<file path="src/rtl/sleep_gate_pkg.sv">
`timescale 1ns/1ps
package sleep_gate_pkg;

  typedef enum logic [2:0] {
    ST_RUN,
    ST_SLP_NORM,
    ST_SLP_DEEP,
    ST_WAKE_PF,
    ST_WAKE_SYS
  } gateState_t;

  // strobes from the control FSM to the enable/flag datapath
  typedef struct packed {
    logic gateProc;
    logic gateDeep;
    logic restorePf;
    logic restoreSys;
    logic restoreProc;
    logic evtClear;
    logic resume;
  } gateCtrl_t;

endpackage

</file>
<file path="src/rtl/sleep_gate_fsm.sv">
`timescale 1ns/1ps
module sleep_gate_fsm
  import sleep_gate_pkg::*;
(
  input  logic      clk,
  input  logic      rstN,
  input  logic      wfiStrobe,
  input  logic      wfeStrobe,
  input  logic      deepSel,
  input  logic      wakeAny,
  input  logic      evtFlag,
  output gateCtrl_t ctrl
);

  gateState_t state, stateNext;
  logic       enterReq;

  assign enterReq = wfiStrobe || (wfeStrobe && !evtFlag);

  always_comb begin
    stateNext = state;
    ctrl      = '0;
    unique case (state)
      ST_RUN: begin
        if (enterReq && wakeAny) begin
          ctrl.resume = 1'b1;            // entry cancelled
        end else if (enterReq) begin
          if (deepSel) begin
            ctrl.gateDeep = 1'b1;
            stateNext     = ST_SLP_DEEP;
          end else begin
            ctrl.gateProc = 1'b1;
            stateNext     = ST_SLP_NORM;
          end
        end else if (wfeStrobe && evtFlag) begin
          ctrl.evtClear = 1'b1;
          ctrl.resume   = 1'b1;
        end
      end
      ST_SLP_NORM: begin
        if (wakeAny) begin
          ctrl.restoreProc = 1'b1;
          ctrl.resume      = 1'b1;
          stateNext        = ST_RUN;
        end
      end
      ST_SLP_DEEP: begin
        if (wakeAny) begin
          ctrl.restorePf = 1'b1;
          stateNext      = ST_WAKE_PF;
        end
      end
      ST_WAKE_PF: begin
        ctrl.restoreSys = 1'b1;
        stateNext       = ST_WAKE_SYS;
      end
      ST_WAKE_SYS: begin
        ctrl.restoreProc = 1'b1;
        ctrl.resume      = 1'b1;
        stateNext        = ST_RUN;
      end
      default: stateNext = ST_RUN;
    endcase
  end

  always_ff @(posedge clk) begin
    if (!rstN) state <= ST_RUN;
    else       state <= stateNext;
  end

  AST_WFI_ENTERS: assert property (@(posedge clk) disable iff (!rstN)
    (state == ST_RUN && wfiStrobe && !wakeAny) |=> (state == ST_SLP_NORM || state == ST_SLP_DEEP));
  AST_ABORT_STAYS: assert property (@(posedge clk) disable iff (!rstN)
    (state == ST_RUN && (wfiStrobe || wfeStrobe) && wakeAny) |=> (state == ST_RUN));
  AST_DEEP_STEPS: assert property (@(posedge clk) disable iff (!rstN)
    (state == ST_WAKE_PF) |=> (state == ST_WAKE_SYS));
  AST_ASLEEP_IGNORES: assert property (@(posedge clk) disable iff (!rstN)
    (state == ST_SLP_DEEP && !wakeAny) |=> (state == ST_SLP_DEEP));

endmodule

</file>
<file path="src/rtl/sleep_gate_dp.sv">
`timescale 1ns/1ps
module sleep_gate_dp
  import sleep_gate_pkg::*;
#(
  parameter bit WAKE_SETS_EVENT = 1'b1
) (
  input  logic      clk,
  input  logic      rstN,
  input  gateCtrl_t ctrl,
  input  logic      eventSet,
  input  logic      wakeReq,
  output logic      evtFlag,
  output logic      procEn,
  output logic      sysEn,
  output logic      pllOn,
  output logic      flashOn,
  output logic      resumeQ
);

  logic evtSetIn;

  generate
    if (WAKE_SETS_EVENT) begin : g_wakeSets
      assign evtSetIn = eventSet || wakeReq;
    end else begin : g_eventOnly
      assign evtSetIn = eventSet;
    end
  endgenerate

  always_ff @(posedge clk) begin
    if (!rstN) begin
      evtFlag <= 1'b0;
      procEn  <= 1'b1;
      sysEn   <= 1'b1;
      pllOn   <= 1'b1;
      flashOn <= 1'b1;
      resumeQ <= 1'b0;
    end else begin
      if (evtSetIn)           evtFlag <= 1'b1;   // set beats clear
      else if (ctrl.evtClear) evtFlag <= 1'b0;

      if (ctrl.gateProc || ctrl.gateDeep) procEn <= 1'b0;
      else if (ctrl.restoreProc)          procEn <= 1'b1;

      if (ctrl.gateDeep)        sysEn <= 1'b0;
      else if (ctrl.restoreSys) sysEn <= 1'b1;

      if (ctrl.gateDeep) begin
        pllOn   <= 1'b0;
        flashOn <= 1'b0;
      end else if (ctrl.restorePf) begin
        pllOn   <= 1'b1;
        flashOn <= 1'b1;
      end

      resumeQ <= ctrl.resume;
    end
  end

  AST_SET_WINS: assert property (@(posedge clk) disable iff (!rstN)
    evtSetIn |=> evtFlag);
  AST_SYS_BEFORE_PROC: assert property (@(posedge clk) disable iff (!rstN)
    $rose(procEn) |-> sysEn);
  AST_PF_BEFORE_SYS: assert property (@(posedge clk) disable iff (!rstN)
    $rose(sysEn) |-> (pllOn && flashOn));

endmodule

</file>
<file path="src/rtl/sleep_gate_ctrl.sv">
`timescale 1ns/1ps
module sleep_gate_ctrl
  import sleep_gate_pkg::*;
#(
  parameter bit WAKE_SETS_EVENT = 1'b1
) (
  input  logic clk,
  input  logic rstN,
  input  logic wfiStrobe,
  input  logic wfeStrobe,
  input  logic eventSet,
  input  logic deepSel,
  input  logic wakeReq,
  input  logic debugReq,
  output logic procClkEn,
  output logic sysClkEn,
  output logic pllEn,
  output logic flashEn,
  output logic sleeping,
  output logic resumeOut
);

  gateCtrl_t ctrl;
  logic      evtFlag;
  logic      wakeAny;

  assign wakeAny = wakeReq || debugReq || eventSet;

  sleep_gate_fsm u_fsm (
    .clk       (clk),
    .rstN      (rstN),
    .wfiStrobe (wfiStrobe),
    .wfeStrobe (wfeStrobe),
    .deepSel   (deepSel),
    .wakeAny   (wakeAny),
    .evtFlag   (evtFlag),
    .ctrl      (ctrl)
  );

  sleep_gate_dp #(.WAKE_SETS_EVENT(WAKE_SETS_EVENT)) u_dp (
    .clk      (clk),
    .rstN     (rstN),
    .ctrl     (ctrl),
    .eventSet (eventSet),
    .wakeReq  (wakeReq),
    .evtFlag  (evtFlag),
    .procEn   (procClkEn),
    .sysEn    (sysClkEn),
    .pllOn    (pllEn),
    .flashOn  (flashEn),
    .resumeQ  (resumeOut)
  );

  assign sleeping = !procClkEn;

  AST_RESUME_AWAKE: assert property (@(posedge clk) disable iff (!rstN)
    resumeOut |-> procClkEn);
  AST_LIGHT_KEEPS_PF: assert property (@(posedge clk) disable iff (!rstN)
    (!procClkEn && sysClkEn) |-> (pllEn && flashEn));

endmodule

</file>
<file path="config.mk">
export PLATFORM = sky130hd
export DESIGN_NAME = sleep_gate_ctrl
export DESIGN_NICKNAME = d
export VERILOG_FILES = /design/src/rtl/sleep_gate_pkg.sv /design/src/rtl/sleep_gate_fsm.sv /design/src/rtl/sleep_gate_dp.sv /design/src/rtl/sleep_gate_ctrl.sv
export SDC_FILE = /design/constraint.sdc
export NUM_CORES = 1
export LEC_CHECK = 0
export ABC_AREA = 1
export ABC_CLOCK_PERIOD_IN_PS = 1400
export CAP_MARGIN = 20
export CORE_AREA = 2 2 39 41
export DETAILED_ROUTE_END_ITERATION = 10
export DIE_AREA = 0 0 41 43
export HOLD_SLACK_MARGIN = 0.1
export PLACE_DENSITY = 0.67
export SYNTH_ARGS = -nofsm -noshare
export SYNTH_HDL_FRONTEND = slang
export SYNTH_SLANG_ARGS = --single-unit
</file>
<file path="constraint.sdc">
create_clock -name clk -period 1.4 [get_ports clk]
set_clock_uncertainty 0.05 [all_clocks]
set_input_delay 0.28 -clock clk [delete_from_list [all_inputs] [get_ports clk]]
set_output_delay 0.28 -clock clk [all_outputs]
set_load 0.02 [all_outputs]
</file>
Word-level counts from Yosys, hierarchy flattened
Cells that the tools add are included.
{"block": "word_totals", "in_bits": 8, "regBits": 8, "output_inout_bits": 6}
{"block": "op_classes", "muxes": 29, "eq_ne": 8, "n_reduce_logical": 16}
{"operator": "$mux 1", "n": 16}
{"operator": "$mux 2", "n": 6}
{"operator": "$mux 3", "n": 4}
{"operator": "$pmux 3 s4", "n": 1}
{"operator": "$reduce_bool 2->1", "n": 4}
{"operator": "$eq 3x2->1 const B", "n": 2}
{"operator": "$ne 2x1->1 const B", "n": 3}
{"operator": "$logic_or 1x1->1", "n": 5}
{"operator": "$reduce_and 4->1", "n": 1}
{"operator": "$eq 3x1->1 const B", "n": 1}
{"operator": "$eq 3x3->1 const B", "n": 1}
{"operator": "$logic_and 1x1->1", "n": 3}
{"operator": "$logic_not 3->1", "n": 1}
{"operator": "$pmux 1 s3", "n": 1}
{"operator": "$logic_not 1->1", "n": 2}
{"operator": "$ne 2x2->1 const B", "n": 1}
{"operator": "$pmux 1 s2", "n": 1}

Longest topological paths before layout
Gate-level depths: netlist of the first run.
{"block": "depth", "ltp_word": 8, "ltp_mapped": 8, "ltp_nobuf": 8}

Modules after synthesis
A second synthesis of the first run with hierarchy kept.
{"block": "hier_totals", "hier_cells": 68, "hier_area_um2": 450.4}
{"module": "sleep_gate_fsm", "area_per_inst_um2": 266.5, "instances": 1, "cells_per_inst": 43}
{"module": "sleep_gate_dp", "area_per_inst_um2": 168.9, "instances": 1, "cells_per_inst": 21}
{"module": "sleep_gate_ctrl", "area_per_inst_um2": 15.0, "instances": 1, "cells_per_inst": 4}

Worst setup path after synthesis of the first run
Ideal clock, no wire load.
{"block": "synth_path", "path_kind": "register to register", "startpoint": "reg u_fsm.state[2]", "endpoint": "reg u_fsm.state[0]", "slack_ps": 379, "setup_time_ps": 115, "path_stages_with_launch": 7, "n_path_buf": 0, "arrival_time_ps": 856, "period_less_slack_ps": 1021, "cell_sequence": "dfxtp_1 nor2_2 nand2_1 nand2_1 nand2_2 a21oi_1 nor2_1"}
{"block": "synth_between", "elab_chain_cells": 3, "word_cells_on_any_way": 10, "cone_classes": "eq/ne (7); mux (1); reduce/logical (2)"}
{"element": "start: declaration", "line": "sleep_gate_fsm.sv:15", "rtl": "gateState_t state, stateNext;"}
{"element": "start signal: assignment", "line": "sleep_gate_fsm.sv:68", "rtl": "else state <= stateNext;"}
{"element": "$eq 3x2->1, or another cell as far along", "line": "sleep_gate_fsm.sv:23", "rtl": "unique case (state)"}
{"element": "$ne 2x1->1 (no line) / $ne 2x2->1 (equally long branches)"}
{"element": "$reduce_and 4->1 (no line)"}
Parallel ways exist; a longest one is shown, timed or not.
A chain may end at the register's enable or synchronous reset.

Worst setup path after layout of the first run
{"block": "layout_path", "startpoint": "reg u_dp.procEn", "endpoint": "out sleeping"}
{"block": "layout_between", "elab_chain_cells": 1}
{"element": "start: declaration", "line": "sleep_gate_dp.sv:13", "rtl": "output logic procEn,"}
{"element": "start signal: assignment", "line": "sleep_gate_dp.sv:33", "rtl": "procEn <= 1'b1;"}
{"element": "start signal: assignment", "line": "sleep_gate_dp.sv:42", "rtl": "if (ctrl.gateProc || ctrl.gateDeep) procEn <= 1'b0;"}
{"element": "start signal: assignment", "line": "sleep_gate_dp.sv:43", "rtl": "else if (ctrl.restoreProc) procEn <= 1'b1;"}
{"element": "$logic_not 1->1", "line": "sleep_gate_ctrl.sv:54", "rtl": "assign sleeping = !procClkEn;"}
{"element": "end: declaration", "line": "sleep_gate_ctrl.sv:19", "rtl": "output logic sleeping,"}
No other way between the ends.

==> results of run 1 <==
-- per-stage QoR --
stage | std cells | hold slack (ns) | TNS (ns)
floorplan | 62 | 0.299 | 0
global placement | 92 | 0.401 | -0.339
detailed placement | 92 | 0.411 | -0.393
CTS | 95 | 0.421 | 0
global route | 95 | 0.447 | 0
finish | 95 | 0.414 | 0
-- cells in the final DEF (no fill, tap or decap) --
cell,synthesis,layout
dfxtp_1,8,8
nand4_1,1,1
a21oi_1,3,3
o21ai_1,2,2
nor2_2,1,1
dlygate4sd2_1,0,6
clkdlybuf4s50_1,0,7
nand3_1,6,6
nand2_2,4,4
nand3_2,1,1
o211ai_1,2,2
nor2_8,1,1
nor2_4,2,2
nor3_1,1,1
buf_4,1,2
nand2_1,12,12
a21oi_2,1,1
clkbuf_4,0,3
inv_2,5,5
nor4_1,1,1
nor2_1,6,6
inv_1,4,4
-- sequential cells by signal, indices dropped and copies added, names as in the netlist --
register      count
u_dp.pllOn        1
u_dp.sysEn        1
u_dp.procEn       1
u_dp.resumeQ      1
u_fsm.state       3
u_dp.evtFlag      1
-- layer usage --
metal | vias up | GRT usage | routed length [um]
met5 | - | 0 | 0
met2 | 11 | 0.184 | 433
li1 | 237 | - | -
met1 | 196 | 0.146 | 405
met4 | 0 | 0.0733 | 17
met3 | 4 | 0.0785 | 56
-- worst max-delay path, stage by stage, from the launching register on --
cell,delay [ns]
dfxtp_1,0.35
inv_1,0.04
dlygate4sd2_1,0.31
-- report_power, final --
part / internal (mW) / switching (mW)
Sequential: 0.287 / 0.0571
Clock: 0.0986 / 0.0854
Combinational: 0.212 / 0.314
-- logic make-up after synthesis --
logic type,after synthesis,share of synthesized area
AO/OA/AOI/OAI,8,0.109
buffers and inverters,10,0.0919
flip-flops,8,0.357
AND/OR/NAND/NOR,36,0.443
-- layout make-up --
class	instances	area, um^2	share of cell area
Timing Repair Buffer	15	138	0.221
Multi-Input combinational cell	44	248	0.398
Tap cell	16	20.0	0.0322
Sequential cell	8	160	0.258
Inverter	9	33.8	0.0543
Clock buffer	3	22.5	0.0362
-- worst paths after layout --
check	end	depth (start not counted)
worst min-delay path	u_dp.evtFlag	2
worst max-delay path	sleeping	2
worst min register to register	u_dp.evtFlag	2
worst max register to register	u_dp.sysEn	6
==> impl_metrics.py, run 1 <==
metrics = {
    "clock_network": {
        "clock_latency_ns": 0.26,
        "clk_pin_slew_ns": 0.06,
        "h-tree-depth": 1,
        "cts_buffers": 3,
        "clockRootBuffer": "clkbuf_4",
        "cts_setup_buffers": 0,
        "ctsHoldBuffers": 0,
        "clockBufferDepth": 2,
        "cts_tree": "yes",
        "cts.sinks": 8,
        "ctsResizeCount": 6,
    },
    "placement": {
        "dp_hpwl_um": 726,
        "placed_area_um2": 607,
        "place_ws_ns": -0.101,
        "gp_congestion": 0.802,
        "port_buffers": 13,
    },
    "floorplan": {
        "dieArea_um2": 1760,
        "row_count": 14,
        "die_h_um": 43,
        "core_area_um2": 1380,
        "initial_core_util": 0.325,
        "io_pins": 14,
        "die_w_um": 41,
    },
    "sta": {
        "fin_ws_ns": 0.103,
        "period_share": 0.927,
        "max_slew.worst_pin.slew_ns": 0.274,
        "hold_violations": 0,
        "rsz0062_at_grt": "false",
        "fmax_mhz": 771,
        "setup_viol_count_final": 0,
        "fin_crit_ns": 1.30,
        "slew_violations": 0,
        "slew_headroom": 0.817,
    },
    "synth": {
        "synthesis.area_um2": 449,
        "yosys_register_bits": 8,
        "synth-seq-area-share": 0.357,
        "synth_edf_count": 0,
        "synth_area_leaders": "dfxtp_1 36%, nand2_1 10%, nand3_1 6.7%",
        "netlist_instances": 62,
        "yosys.area.top_type_share": 0.357,
        "syn_nets": 70,
        "syn_avg_cell_area_um2": 7.24,
        "ys_warn_count": 0,
        "synth_commonest_cells": "12 x nand2_1, 8 x dfxtp_1, 6 x nand3_1, 6 x nor2_1, 5 x inv_2",
        "synthArstFlopShare": 0,
        "synth.most_common_cell": "nand2_1",
        "yosys.cell_types.count": 19,
        "yosys.area.top_type": "dfxtp_1",
        "synth_ff_type": "dfxtp_1",
    },
    "route": {
        "vias_per_cell": 4.72,
        "first_iter_violations": 5,
        "routedWlPerCell_um": 9.59,
        "antenna_left": 0,
        "vias": 448,
        "routed_wl_um": 911,
        "drcViolationCount": 0,
        "first_pass_iters": 4,
    },
    "power": {
        "p_per_area_nw_per_um2": 1700,
        "peakVddDrop_v": 0.000767,
        "p_leak_nw": 0.289,
        "finalPower_mw": 1.05,
    },
    "flow_run": {
        "drv_cap": 0,
    },
    "setup_path": {
        "crit_type": "flip-flop to output port",
        "ff2ff_setup_slack_ns": 0.28,
        "crit_fanout": 3,
        "end_kind": "output port",
        "critPathLaunch": "u_dp.procEn",
        "r2r_start": "u_fsm.state[1]",
        "critPathLaunchType": "flip-flop",
        "crit_arrival_ns": 0.97,
        "worstPathRequired_ns": 1.07,
    },
    "min_path": {
        "hp-class": "flip-flop to flip-flop",
        "min_from": "u_dp.evtFlag",
    },
    "grt": {
        "antenna_found_initial": 0,
        "grt_pass1_wl_um": 1480,
        "grtUsageTotal": 0.131,
        "grt-ovfl-total": 0,
        "grt_max_degree": 7,
        "grt_pass1_vias": 394,
    },
    "final_layout": {
        "antenna_cells": 0,
        "final_cell_area_um2": 622,
        "area_delta_synth_final_pct": 38.4,
        "nNetsFinal": 89,
        "utilization": 0.449,
        "drive_gt1_frac": 0.253,
        "fillers": 147,
    },
    "status": {
        "status": "completed",
    },
}
(Power assumes the default switching activity.)
==> inputs of run 2 (changes only) <==
--- a/config.mk
+++ b/config.mk
@@ -13,6 +13,7 @@
 export DIE_AREA = 0 0 41 43
 export HOLD_SLACK_MARGIN = 0.1
 export PLACE_DENSITY = 0.67
+export REMOVE_ABC_BUFFERS = 1
 export SYNTH_ARGS = -nofsm -noshare
 export SYNTH_HDL_FRONTEND = slang
 export SYNTH_SLANG_ARGS = --single-unit
==> impl_metrics.py, run 2 (synthesized netlist as in run 1, its figures left out) <==
metrics = {
    "status": {
        "status": "completed",
    },
    "grt": {
        "grtUsageTotal": 0.140,
        "grt_max_degree": 7,
        "antenna_found_initial": 0,
        "grt_pass1_wl_um": 1580,
        "grt-ovfl-total": 0,
        "grt_pass1_vias": 403,
    },
    "sta": {
        "slew_headroom": 0.836,
        "max_slew.worst_pin.slew_ns": 0.245,
        "slew_violations": 0,
        "hold_violations": 0,
        "period_share": 0.909,
        "fin_crit_ns": 1.27,
        "fmax_mhz": 786,
        "setup_viol_count_final": 0,
        "rsz0062_at_grt": "false",
    },
    "final_layout": {
        "nNetsFinal": 89,
        "antenna_cells": 0,
        "area_delta_synth_final_pct": 38.4,
        "final_cell_mix": "12 x nand2_1, 8 x dfxtp_1, 7 x clkdlybuf4s50_1",
        "drive_gt1_frac": 0.253,
        "registers.top_by_ff_count": "u_fsm.state",
        "utilization": 0.449,
        "fillers": 139,
        "largest_reg_flops": 3,
        "final_common_cell": "nand2_1",
    },
    "floorplan": {
        "dieArea_um2": 1760,
        "initial_core_util": 0.325,
        "core_area_um2": 1380,
        "die_h_um": 43,
        "io_pins": 14,
        "row_count": 14,
        "die_w_um": 41,
    },
    "clock_network": {
        "cts.sinks": 8,
        "clockBufferDepth": 2,
        "clockRootBuffer": "clkbuf_4",
        "cts_setup_buffers": 0,
        "clock_latency_ns": 0.25,
        "cts_tree": "yes",
        "cts_buffers": 3,
        "clk_pin_slew_ns": 0.05,
        "h-tree-depth": 1,
    },
    "route": {
        "first_pass_iters": 4,
        "antenna_left": 0,
        "routedWlPerCell_um": 10.0,
        "vias_per_cell": 4.65,
        "routed_wl_um": 950,
        "drcViolationCount": 0,
        "vias": 442,
        "first_iter_violations": 5,
    },
    "setup_path": {
        "crit_arrival_ns": 0.94,
        "critPathLaunchType": "flip-flop",
        "end_kind": "output port",
        "crit_fanout": 3,
        "ff2ff_setup_slack_ns": 0.25,
        "worstPathRequired_ns": 1.07,
        "crit_type": "flip-flop to output port",
    },
    "power": {
        "pwr-share-seq": 0.326,
        "peakVddDrop_v": 0.000462,
        "switchingPower_mw": 0.459,
        "finalPower_mw": 1.06,
        "p_int_mw": 0.597,
        "p_per_area_nw_per_um2": 1700,
        "p_comb_frac": 0.505,
        "p_sw_frac": 0.435,
        "p_leak_nw": 0.289,
        "pwr-share-clk": 0.169,
    },
    "flow_run": {
        "drv_cap": 0,
    },
    "placement": {
        "port_buffers": 13,
        "gp_congestion": 0.728,
        "dp_hpwl_um": 748,
    },
    "min_path": {
        "hp-class": "flip-flop to flip-flop",
    },
}
[run 2: cell counts in the layout (fill, tap and decap cells not counted)]
Identical to the previous run, type by type.
[run 2: timing repair]
item                       4_1_cts  5_1_grt
hold endpoints to repair         0        0
hold buffers                     0        0
setup endpoints to repair        6        0
gates resized for setup          6        0
[run 2: metal layers]
| layer | vias up | track usage | wire length (um) |
|---|---|---|---|
| li1 | 237 | - | - |
| met1 | 191 | 0.164 | 443 |
| met2 | 10 | 0.188 | 419 |
| met3 | 4 | 0.0366 | 45 |
| met4 | 0 | 0.140 | 42 |
| met5 | - | 0 | 0 |
[run 2: path summary, 6_finish.rpt]
| kind | from | to | cells after the start |
|---|---|---|---|
| max | u_dp.procEn | sleeping | 2 |
| min | u_dp.evtFlag | u_dp.evtFlag | 2 |
| max reg2reg | u_fsm.state[2] | u_fsm.state[1] | 6 |
| min reg2reg | u_dp.evtFlag | u_dp.evtFlag | 2 |
[run 2: critical path, stage by stage (launching register included)]
cell           delay (ns)
dfxtp_1              0.34
inv_1                0.04
dlygate4sd2_1        0.31
[run 2: final cells by class]
cell class	count	area (um^2)	area share
clock buffers	3	22.5	0.0362
inverters	9	33.8	0.0543
multi-input cells	44	248	0.398
flip-flops and latches	8	160	0.258
well taps	16	20.0	0.0322
repair buffers	15	138	0.221
[run 2: metrics by stage]
step                cells  hold slack [ns]  cell area (um^2)  TNS [ns]  setup slack (ns)
floorplan              61            0.299               442         0             0.379
global placement       92            0.400               607    -0.303           -0.0838
detailed placement     92            0.406               607    -0.371           -0.0965
CTS                    95            0.415               622         0             0.109
global route           95            0.450               622         0            0.0617
finish                 95            0.414               622         0             0.127
[run 2: power by group through the flow]
stage	combinational [mW]	sequential, mW	clock, mW
2_1_floorplan	0.376	0.370	0
3_3_place_gp	0.556	0.347	0
3_5_place_dp	0.561	0.348	0
4_1_cts	0.538	0.343	0.189
5_1_grt	0.607	0.352	0.198
6_report	0.534	0.345	0.178
